File: config.mk
export PLATFORM = sky130hd
export DESIGN_NAME = xlat_fault_regs
export DESIGN_NICKNAME = d
export VERILOG_FILES = /design/src/rtl/xfr_pkg.sv /design/src/rtl/xfr_rst_sync.sv /design/src/rtl/xfr_cfg_regs.sv /design/src/rtl/xfr_fault_capture.sv /design/src/rtl/xlat_fault_regs.sv
export SDC_FILE = /design/constraint.sdc
export NUM_CORES = 2
export LEC_CHECK = 0
export BUFFER_PORTS_ARGS = -buffer_cell sky130_fd_sc_hd__buf_2
export CORE_UTILIZATION = 45
export CTS_CLUSTER_SIZE = 30
export DETAILED_ROUTE_END_ITERATION = 8
export SLEW_MARGIN = 5
export SYNTH_ARGS = -nofsm -noshare
export SYNTH_HDL_FRONTEND = slang
export SYNTH_HIERARCHICAL = 1
export SYNTH_SLANG_ARGS = --single-unit
File: constraint.sdc
create_clock -name clk -period 76.5 [get_ports clk]
set_input_delay 3.825 -clock clk [delete_from_list [all_inputs] [get_ports clk]]
set_output_delay 3.825 -clock clk [all_outputs]
set_load 0.01 [all_outputs]
File: src/rtl/xfr_pkg.sv
package xfr_pkg;
  localparam int unsigned IDX_CTRL  = 0;
  localparam int unsigned IDX_ARB   = 1;
  localparam int unsigned IDX_FLUSH = 2;
  localparam int unsigned IDX_STAT  = 3;
  localparam int unsigned IDX_ADDR  = 4;
endpackage

File: src/rtl/xfr_rst_sync.sv
module xfr_rst_sync (
  input  logic clk,
  input  logic rst_n,
  output logic rst_n_sync
);
  logic [1:0] sync_q;
  logic [1:0] sync_d;

  always_comb sync_d = {sync_q[0], 1'b1};

  always_ff @(posedge clk or negedge rst_n) begin
    if (!rst_n) sync_q <= '0;
    else        sync_q <= sync_d;
  end

  assign rst_n_sync = sync_q[1];
endmodule

File: src/rtl/xfr_cfg_regs.sv
module xfr_cfg_regs #(
  parameter int unsigned DW         = 32,
  parameter int unsigned IW         = 6,
  parameter logic [31:0] VERSION    = 32'h0400_0000,
  parameter logic [31:0] MASTER_ID  = 32'h0000_001F,
  parameter logic [31:0] FLUSH_MASK = 32'hFFFF_F000
) (
  input  logic                        clk,
  input  logic                        rst_n,
  input  logic                        wr_en,
  input  logic [IW-1:0]               idx,
  input  logic [DW-1:0]               wdata,
  output logic [(1<<IW)-1:0][DW-1:0]  regs_q
);
  import xfr_pkg::*;
  localparam int unsigned NREGS = 1 << IW;

  for (genvar g = 0; g < NREGS; g++) begin : g_reg
    if (g == IDX_STAT || g == IDX_ADDR) begin : g_hole
      assign regs_q[g] = '0;
    end else begin : g_word
      localparam logic [DW-1:0] RST_VAL =
        (g == IDX_CTRL) ? DW'(VERSION) : (g == IDX_ARB) ? DW'(MASTER_ID) : '0;
      localparam logic [DW-1:0] KEEP =
        (g == IDX_FLUSH) ? DW'(FLUSH_MASK) : '1;
      logic          we;
      logic [DW-1:0] word_d;
      logic [DW-1:0] word_q;

      always_comb begin
        we     = wr_en && (idx == IW'(g));
        word_d = wdata & KEEP;
      end

      always_ff @(posedge clk or negedge rst_n) begin
        if (!rst_n)  word_q <= RST_VAL;
        else if (we) word_q <= word_d;
      end

      assign regs_q[g] = word_q;

      if (g == IDX_FLUSH) begin : g_chk
        p_flush_mask_r3: assert property (@(posedge clk) disable iff (!rst_n)
          we |=> (word_q == ($past(wdata) & DW'(FLUSH_MASK))));
      end
    end
  end
endmodule

File: src/rtl/xfr_fault_capture.sv
module xfr_fault_capture #(
  parameter int unsigned DW        = 32,
  parameter logic [31:0] WR_MASK   = 32'h0000_00FF,
  parameter logic [31:0] RESV_BITS = 32'h0000_0F00,
  parameter int unsigned RD_BIT    = 7
) (
  input  logic          clk,
  input  logic          rst_n,
  input  logic          wr_stat,
  input  logic          wr_addr,
  input  logic          clr_req,
  input  logic [DW-1:0] wdata,
  input  logic          flt_valid,
  input  logic [DW-1:0] flt_addr,
  input  logic          flt_is_read,
  output logic [DW-1:0] stat_q,
  output logic [DW-1:0] addr_q,
  output logic          irq_q
);
  localparam logic [DW-1:0] RESV   = DW'(RESV_BITS);
  localparam logic [DW-1:0] WMASK  = DW'(WR_MASK);
  localparam logic [DW-1:0] RD_ONE = DW'(1) << RD_BIT;

  logic [DW-1:0] stat_d;
  logic [DW-1:0] addr_d;
  logic          irq_d;
  logic          stat_en;
  logic          addr_en;

  always_comb begin
    stat_d = wr_stat ? ((wdata & WMASK) | RESV) : stat_q;
    if (flt_valid && flt_is_read) stat_d = stat_d | RD_ONE;
    stat_en = wr_stat || (flt_valid && flt_is_read);

    addr_d  = flt_valid ? flt_addr : wdata;
    addr_en = flt_valid || wr_addr;

    if (flt_valid)    irq_d = 1'b1;
    else if (clr_req) irq_d = 1'b0;
    else              irq_d = irq_q;
  end

  always_ff @(posedge clk or negedge rst_n) begin
    if (!rst_n) begin
      stat_q <= RESV;
      addr_q <= '0;
      irq_q  <= 1'b0;
    end else begin
      if (stat_en) stat_q <= stat_d;
      if (addr_en) addr_q <= addr_d;
      irq_q <= irq_d;
    end
  end

  p_resv_kept_r4: assert property (@(posedge clk) disable iff (!rst_n)
    (stat_q & RESV) == RESV);
  p_fault_addr_r5: assert property (@(posedge clk) disable iff (!rst_n)
    flt_valid |=> (addr_q == $past(flt_addr)));
  p_fault_irq_r9: assert property (@(posedge clk) disable iff (!rst_n)
    flt_valid |=> irq_q);
  p_rd_bit_r6: assert property (@(posedge clk) disable iff (!rst_n)
    (flt_valid && flt_is_read) |=> stat_q[RD_BIT]);
  p_clear_r7: assert property (@(posedge clk) disable iff (!rst_n)
    (clr_req && !flt_valid) |=> !irq_q);
  p_irq_hold_r10: assert property (@(posedge clk) disable iff (!rst_n)
    (!clr_req && !flt_valid) |=> $stable(irq_q));
endmodule

File: src/rtl/xlat_fault_regs.sv
module xlat_fault_regs #(
  parameter int unsigned DW         = 32,
  parameter int unsigned IW         = 6,
  parameter logic [31:0] VERSION    = 32'h0400_0000,
  parameter logic [31:0] MASTER_ID  = 32'h0000_001F,
  parameter logic [31:0] WR_MASK    = 32'h0000_00FF,
  parameter logic [31:0] RESV_BITS  = 32'h0000_0F00,
  parameter logic [31:0] FLUSH_MASK = 32'hFFFF_F000,
  parameter int unsigned RD_BIT     = 7
) (
  input  logic          clk,
  input  logic          rst_n,
  input  logic          rd_en,
  input  logic          wr_en,
  input  logic [IW-1:0] idx,
  input  logic [DW-1:0] wdata,
  output logic [DW-1:0] rdata,
  input  logic          flt_valid,
  input  logic [DW-1:0] flt_addr,
  input  logic          flt_is_read,
  output logic          err_irq
);
  import xfr_pkg::*;
  localparam int unsigned NREGS = 1 << IW;

  logic                        rst_s;
  logic [NREGS-1:0][DW-1:0]    regs_q;
  logic [DW-1:0]               stat_q;
  logic [DW-1:0]               addr_q;
  logic                        hit_stat;
  logic                        hit_addr;
  logic                        clr_req;
  logic [DW-1:0]               rd_sel;
  logic [DW-1:0]               rdata_d;
  logic [DW-1:0]               rdata_q;

  xfr_rst_sync i_rst_sync (
    .clk        (clk),
    .rst_n      (rst_n),
    .rst_n_sync (rst_s)
  );

  xfr_cfg_regs #(
    .DW(DW), .IW(IW), .VERSION(VERSION), .MASTER_ID(MASTER_ID),
    .FLUSH_MASK(FLUSH_MASK)
  ) i_cfg (
    .clk    (clk),
    .rst_n  (rst_s),
    .wr_en  (wr_en),
    .idx    (idx),
    .wdata  (wdata),
    .regs_q (regs_q)
  );

  always_comb begin
    hit_stat = (idx == IW'(IDX_STAT));
    hit_addr = (idx == IW'(IDX_ADDR));
    clr_req  = (rd_en || wr_en) && (hit_stat || hit_addr);
  end

  xfr_fault_capture #(
    .DW(DW), .WR_MASK(WR_MASK), .RESV_BITS(RESV_BITS), .RD_BIT(RD_BIT)
  ) i_fault (
    .clk         (clk),
    .rst_n       (rst_s),
    .wr_stat     (wr_en && hit_stat),
    .wr_addr     (wr_en && hit_addr),
    .clr_req     (clr_req),
    .wdata       (wdata),
    .flt_valid   (flt_valid),
    .flt_addr    (flt_addr),
    .flt_is_read (flt_is_read),
    .stat_q      (stat_q),
    .addr_q      (addr_q),
    .irq_q       (err_irq)
  );

  always_comb begin
    if (hit_stat)      rd_sel = stat_q;
    else if (hit_addr) rd_sel = addr_q;
    else               rd_sel = regs_q[idx];
    rdata_d = rd_en ? rd_sel : rdata_q;
  end

  always_ff @(posedge clk or negedge rst_s) begin
    if (!rst_s) rdata_q <= '0;
    else        rdata_q <= rdata_d;
  end

  assign rdata = rdata_q;

  p_rdata_hold_r2: assert property (@(posedge clk) disable iff (!rst_s)
    !rd_en |=> $stable(rdata_q));
  p_wr_clear_r8: assert property (@(posedge clk) disable iff (!rst_s)
    (wr_en && (hit_stat || hit_addr) && !flt_valid) |=> !err_irq);
endmodule

[Word level (Yosys, flattened, before mapping)]
Cells that the tools add are included.
Storage, ports and cells
  logic and storage cells: 215
  register bits: 2071
  output and inout bits: 33
  bits of input ports: 76
Operators by class
  order comparisons: 1
  multiplexer cells: 9
  reduce and logical (&&, ||, !) cells: 74
  equal/unequal tests: 63
Operator list (number)
  $bmux W32 S6: 1
  $eq A6 B6 Y1 const B: 32
  $mux W32: 5
  $eq A6 B5 Y1 const B: 16
  $logic_and A1 B1 Y1: 66
  $eq A6 B4 Y1 const B: 8
  $eq A6 B3 Y1 const B: 4
  $eq A6 B2 Y1 const B: 2
  $mux W8: 1
  $lt A6 B7 Y1 const B: 1
  $eq A6 B1 Y1 const B: 1
  $logic_not A6 Y1: 1
  $logic_or A1 B1 Y1: 4
  $reduce_bool A2 Y1: 2
  $mux W1: 2
  $reduce_and A2 Y1: 1

[Depth between registers and ports, before layout]
  depth in word-level cells: 5
  mapped depth: 11
  gate-level depth less buffers: 6

[Hierarchy]
The synthesis kept the hierarchy.
Modules (own cells, without submodules)
  xfr_cfg_regs: cells an instance 4491, times used 1, area an instance 74671.6 µm²
  xlat_fault_regs: cells an instance 1551, times used 1, area an instance 18157.4 µm²
  xfr_fault_capture: cells an instance 186, times used 1, area an instance 2037.0 µm²
  xfr_rst_sync: cells an instance 3, times used 1, area an instance 53.8 µm²

[Worst setup path after synthesis]
OpenSTA, ideal clock, no wires.
  kind: in2reg
  start: input idx[3]
  end: register i_fault.stat_q[0]
  data arrival time: 5755 ps
  stages on the path: 8
  path buffers: 4
  setup time: 125 ps
  required time: 76375 ps
  path slack: 70620 ps
  cells stage by stage: buf_2 -> or3_1 -> clkbuf_1 -> nor3_2 -> clkbuf_1 -> and2_1 -> buf_2 -> mux2_2
Between the ends
  longest elaborated chain between the ends: 4
Ends and longest elaborated chain
  start: declaration: line xlat_fault_regs.sv:15  | input logic [IW-1:0] idx,
  $eq A6 B2 Y1 *: line xlat_fault_regs.sv:56  | hit_stat = (idx == IW'(IDX_STAT));
  $logic_and A1 B1 Y1 *: line xlat_fault_regs.sv:66  | .wr_stat (wr_en && hit_stat),
  $mux W32: line xfr_fault_capture.sv:31  | stat_d = wr_stat ? ((wdata & WMASK) | RESV) : stat_q;
  $mux W8: line xfr_fault_capture.sv:32  | if (flt_valid && flt_is_read) stat_d = stat_d | RD_ONE;
  end signal: assignment: line xfr_fault_capture.sv:49  | if (stat_en) stat_q <= stat_d;
  end: declaration: line xfr_fault_capture.sv:16  | output logic [DW-1:0] stat_q,
Mark *: on every way between the ends. The rest lies on a longest branch, timed or not. The select of a mux whose other input is x is not followed.
A chain may end at the register's enable or synchronous reset.

[Worst setup path after layout]
  start: input idx[0]
  end: register i_cfg.g_reg[47].g_word.word_q[13]
Between the ends
  longest elaborated chain between the ends: 2
Ends and longest elaborated chain
  $eq A6 B6 Y1: line xfr_cfg_regs.sv:31  | we = wr_en && (idx == IW'(g));
  $logic_and A1 B1 Y1: line xfr_cfg_regs.sv:31
  end signal: assignment: line xfr_cfg_regs.sv:37  | else if (we) word_q <= word_d;
  end: declaration: line xfr_cfg_regs.sv:28  | logic [DW-1:0] word_q;
No other way between the ends.

==> impl_metrics.tcl <==
set metrics [dict create \
    status "completed" \
    p_leak_nw 48.5 \
    power.density_mw_per_mm2 25.9 \
    hp-class "flip-flop to flip-flop" \
    criticalPathCategory "input pin to flip-flop" \
    reg2reg_depth 6 \
    ys_warn_count 6 \
    first_pass_iters 7 \
    startpoint "idx[0]" \
    cts.repair.resized 0 \
    rrSetupSlack_ns 70.97 \
    cp_data_required_time_ns 77.24 \
    dpl.hpwl_mm 159 \
    setup_tns_ns 0 \
    cp_max_fo 59 \
    instances_no_fill 9080 \
    finalPower_mw 2.70 \
    grt-ovfl-total 0 \
    holdPathStages 0 \
    slowest_delay_ns 0.99 \
    die_h_um 461 \
    routed_wl_mm 284 \
    worstSetupStartpointType "input pin" \
    peakVddDrop_mv 0.0179 \
    htreeDepth 4 \
    cts_sinks 2047 \
    cts_buffers 215 \
    whs_ns 0.353 \
    areaGrowthSynthToFinish_pct 9.61 \
    drt_iter0_drc 4386 \
    max-slew-margin-rel_pct 15.9 \
    path_cells "buf_8, buf_4, buf_4, nand4_1, nor2_4, buf_4, mux2_2" \
    hold_start "i_rst_sync/sync_q[0]$_DFF_PN0_" \
    fin_crit_ns 7.65 \
    worstReg2RegStart "i_rst_sync/sync_q[1]$_DFF_PN0_" \
    rsz0062_at_grt "no" \
    drc_errors 0 \
    core_area_mm2 0.210 \
    fp-row-count 168 \
    place_inst 8680 \
    die_area_mm2 0.213 \
    layout-drive-gt1-share_pct 49.2 \
    cts_root_buf "clkbuf_16" \
    post_cts_buffers 0 \
    die_x_um 461 \
    end_kind "flip-flop" \
    first_global_vias 57600 \
    clk_pin_slew_ns 0.06 \
    fin_nets 6168 \
    routedWlPerCell_um 31.3 \
    clk_latency_ns 0.88 \
    finClkSkew_ns 0.0496 \
    grt_max_degree 174 \
    r2r-end "i_cfg/g_reg[57].g_word.word_q[12]$_DFFE_PN0P_" \
    worst_slew_pin_slew_ns 1.25 \
    gr-usage-all-layers_pct 27.1 \
    grt_antenna_before_repair 19 \
    portBuffers 108 \
    synth.avg_cell_area_um2 15.2 \
    fmax_mhz 131 \
    cp.arrival_ns 8.38 \
    via_count 55200 \
    n_fill_cell 17800 \
    tritoncts "yes" \
    maxCapViolations 0 \
    whs_endpoint "i_rst_sync/sync_q[1]$_DFF_PN0_" \
    syn_area_mm2 0.0949 \
    crit_slowest_cell "nor2_4" \
    slew_viol_final 0 \
    place_congestion 0.806 \
    placed_cell_area_mm2 0.0968 \
    clockBufferDepth 3 \
    cts_hold_buf 0 \
    via_per_inst 6.08 \
    stdcell_area_mm2 0.104 \
    initial_core_util_pct 45.3 \
    finalSetupViolations 0 \
    drtAntennaViolNets 0 \
    cp_common_cell "buf_4" \
    synthCells 6223 \
    grt_pass1_wl_mm 416 \
    worst-path-buf-inv 4 \
    crit_family "buffers and inverters" \
    fin_crit_sh_pct 9.99 \
    ios 109 \
    hold_violations 0 \
]
## state kept, by name, indices dropped and copies added, names as in the netlist
name,count
i_cfg/g.g_word.word_q,1972
i_fault/addr_q,32
i_rst_sync/sync_q,2
i_fault/irq_q,1
i_fault/stat_q,8
rdata,32
## stage by stage
step / worst slack [ns] / util (%)
floorplan: 15.22 / -
global placement: 67.84 / 46.2
detailed placement: 67.87 / 46.2
CTS: 68.81 / 49.6
global route: 68.52 / 49.6
finish: 68.85 / 49.6
## per-layer routing
metal  up-vias  part of all wire (%)  GRT usage [%]
li1      22700                     -              -
met1     30600                    44           37.4
met2      1477                    48           43.5
met3       442                   5.3           4.48
met4         2                   3.1           8.74
met5         -                0.0046              0
## final cells by class
class | instances | area, um2 | area share (%)
clock inverter | 61 | 732 | 0.704
multi-input combinational | 3565 | 40300 | 38.7
antenna | 9 | 22.5 | 0.0217
tap | 2805 | 3510 | 3.38
clock buffer | 330 | 6450 | 6.20
sequential | 2047 | 51200 | 49.3
inverter | 4 | 15.0 | 0.0144
timing repair buffer | 259 | 1760 | 1.69
## power by group
group / switching (mW) / internal [mW]
combinational: 0.151 / 0.185
clock: 0.445 / 0.616
sequential: 0.0742 / 1.23
total: 0.670 / 2.03
## worst register-to-register path, cell delays in order, from the launching register on
cell and delay, ns:
dfrtp_4 0.85, buf_4 0.78, buf_12 0.75, buf_4 0.80, buf_4 0.76, buf_4 0.80, buf_4 0.80
## cell usage in the layout (no fill, tap or decap), types with 26 or more instances in the layout
cell type,n
clkinv_2,37
clkbuf_1,56
clkbuf_8,55
mux2_1,47
o211ai_1,38
a22oi_1,123
nor2b_1,37
conb_1,93
mux2i_1,263
nand3_1,26
buf_4,150
a31oi_1,34
a21oi_1,67
o21ai_0,52
mux2_2,1963
o21ai_1,66
nand2_1,85
clkbuf_16,219
mux4_2,423
buf_2,102
dfrtp_1,2040
nor2_1,26
## worst max-delay path by stage
stage                                                    endpoint  depth (start not counted)
CTS                                          rdata[6]$_DFFE_PN0P_                          9
detailed placement                           rdata[6]$_DFFE_PN0P_                          9
global route                                 rdata[6]$_DFFE_PN0P_                          9
global placement                             rdata[6]$_DFFE_PN0P_                          9
finish              i_cfg/g_reg[47].g_word.word_q[13]$_DFFE_PN0P_                          7
floorplan             i_cfg/g_reg[0].g_word.word_q[0]$_DFFE_PN0P_                          0
Note: power is estimated with default switching activity, not from simulation.
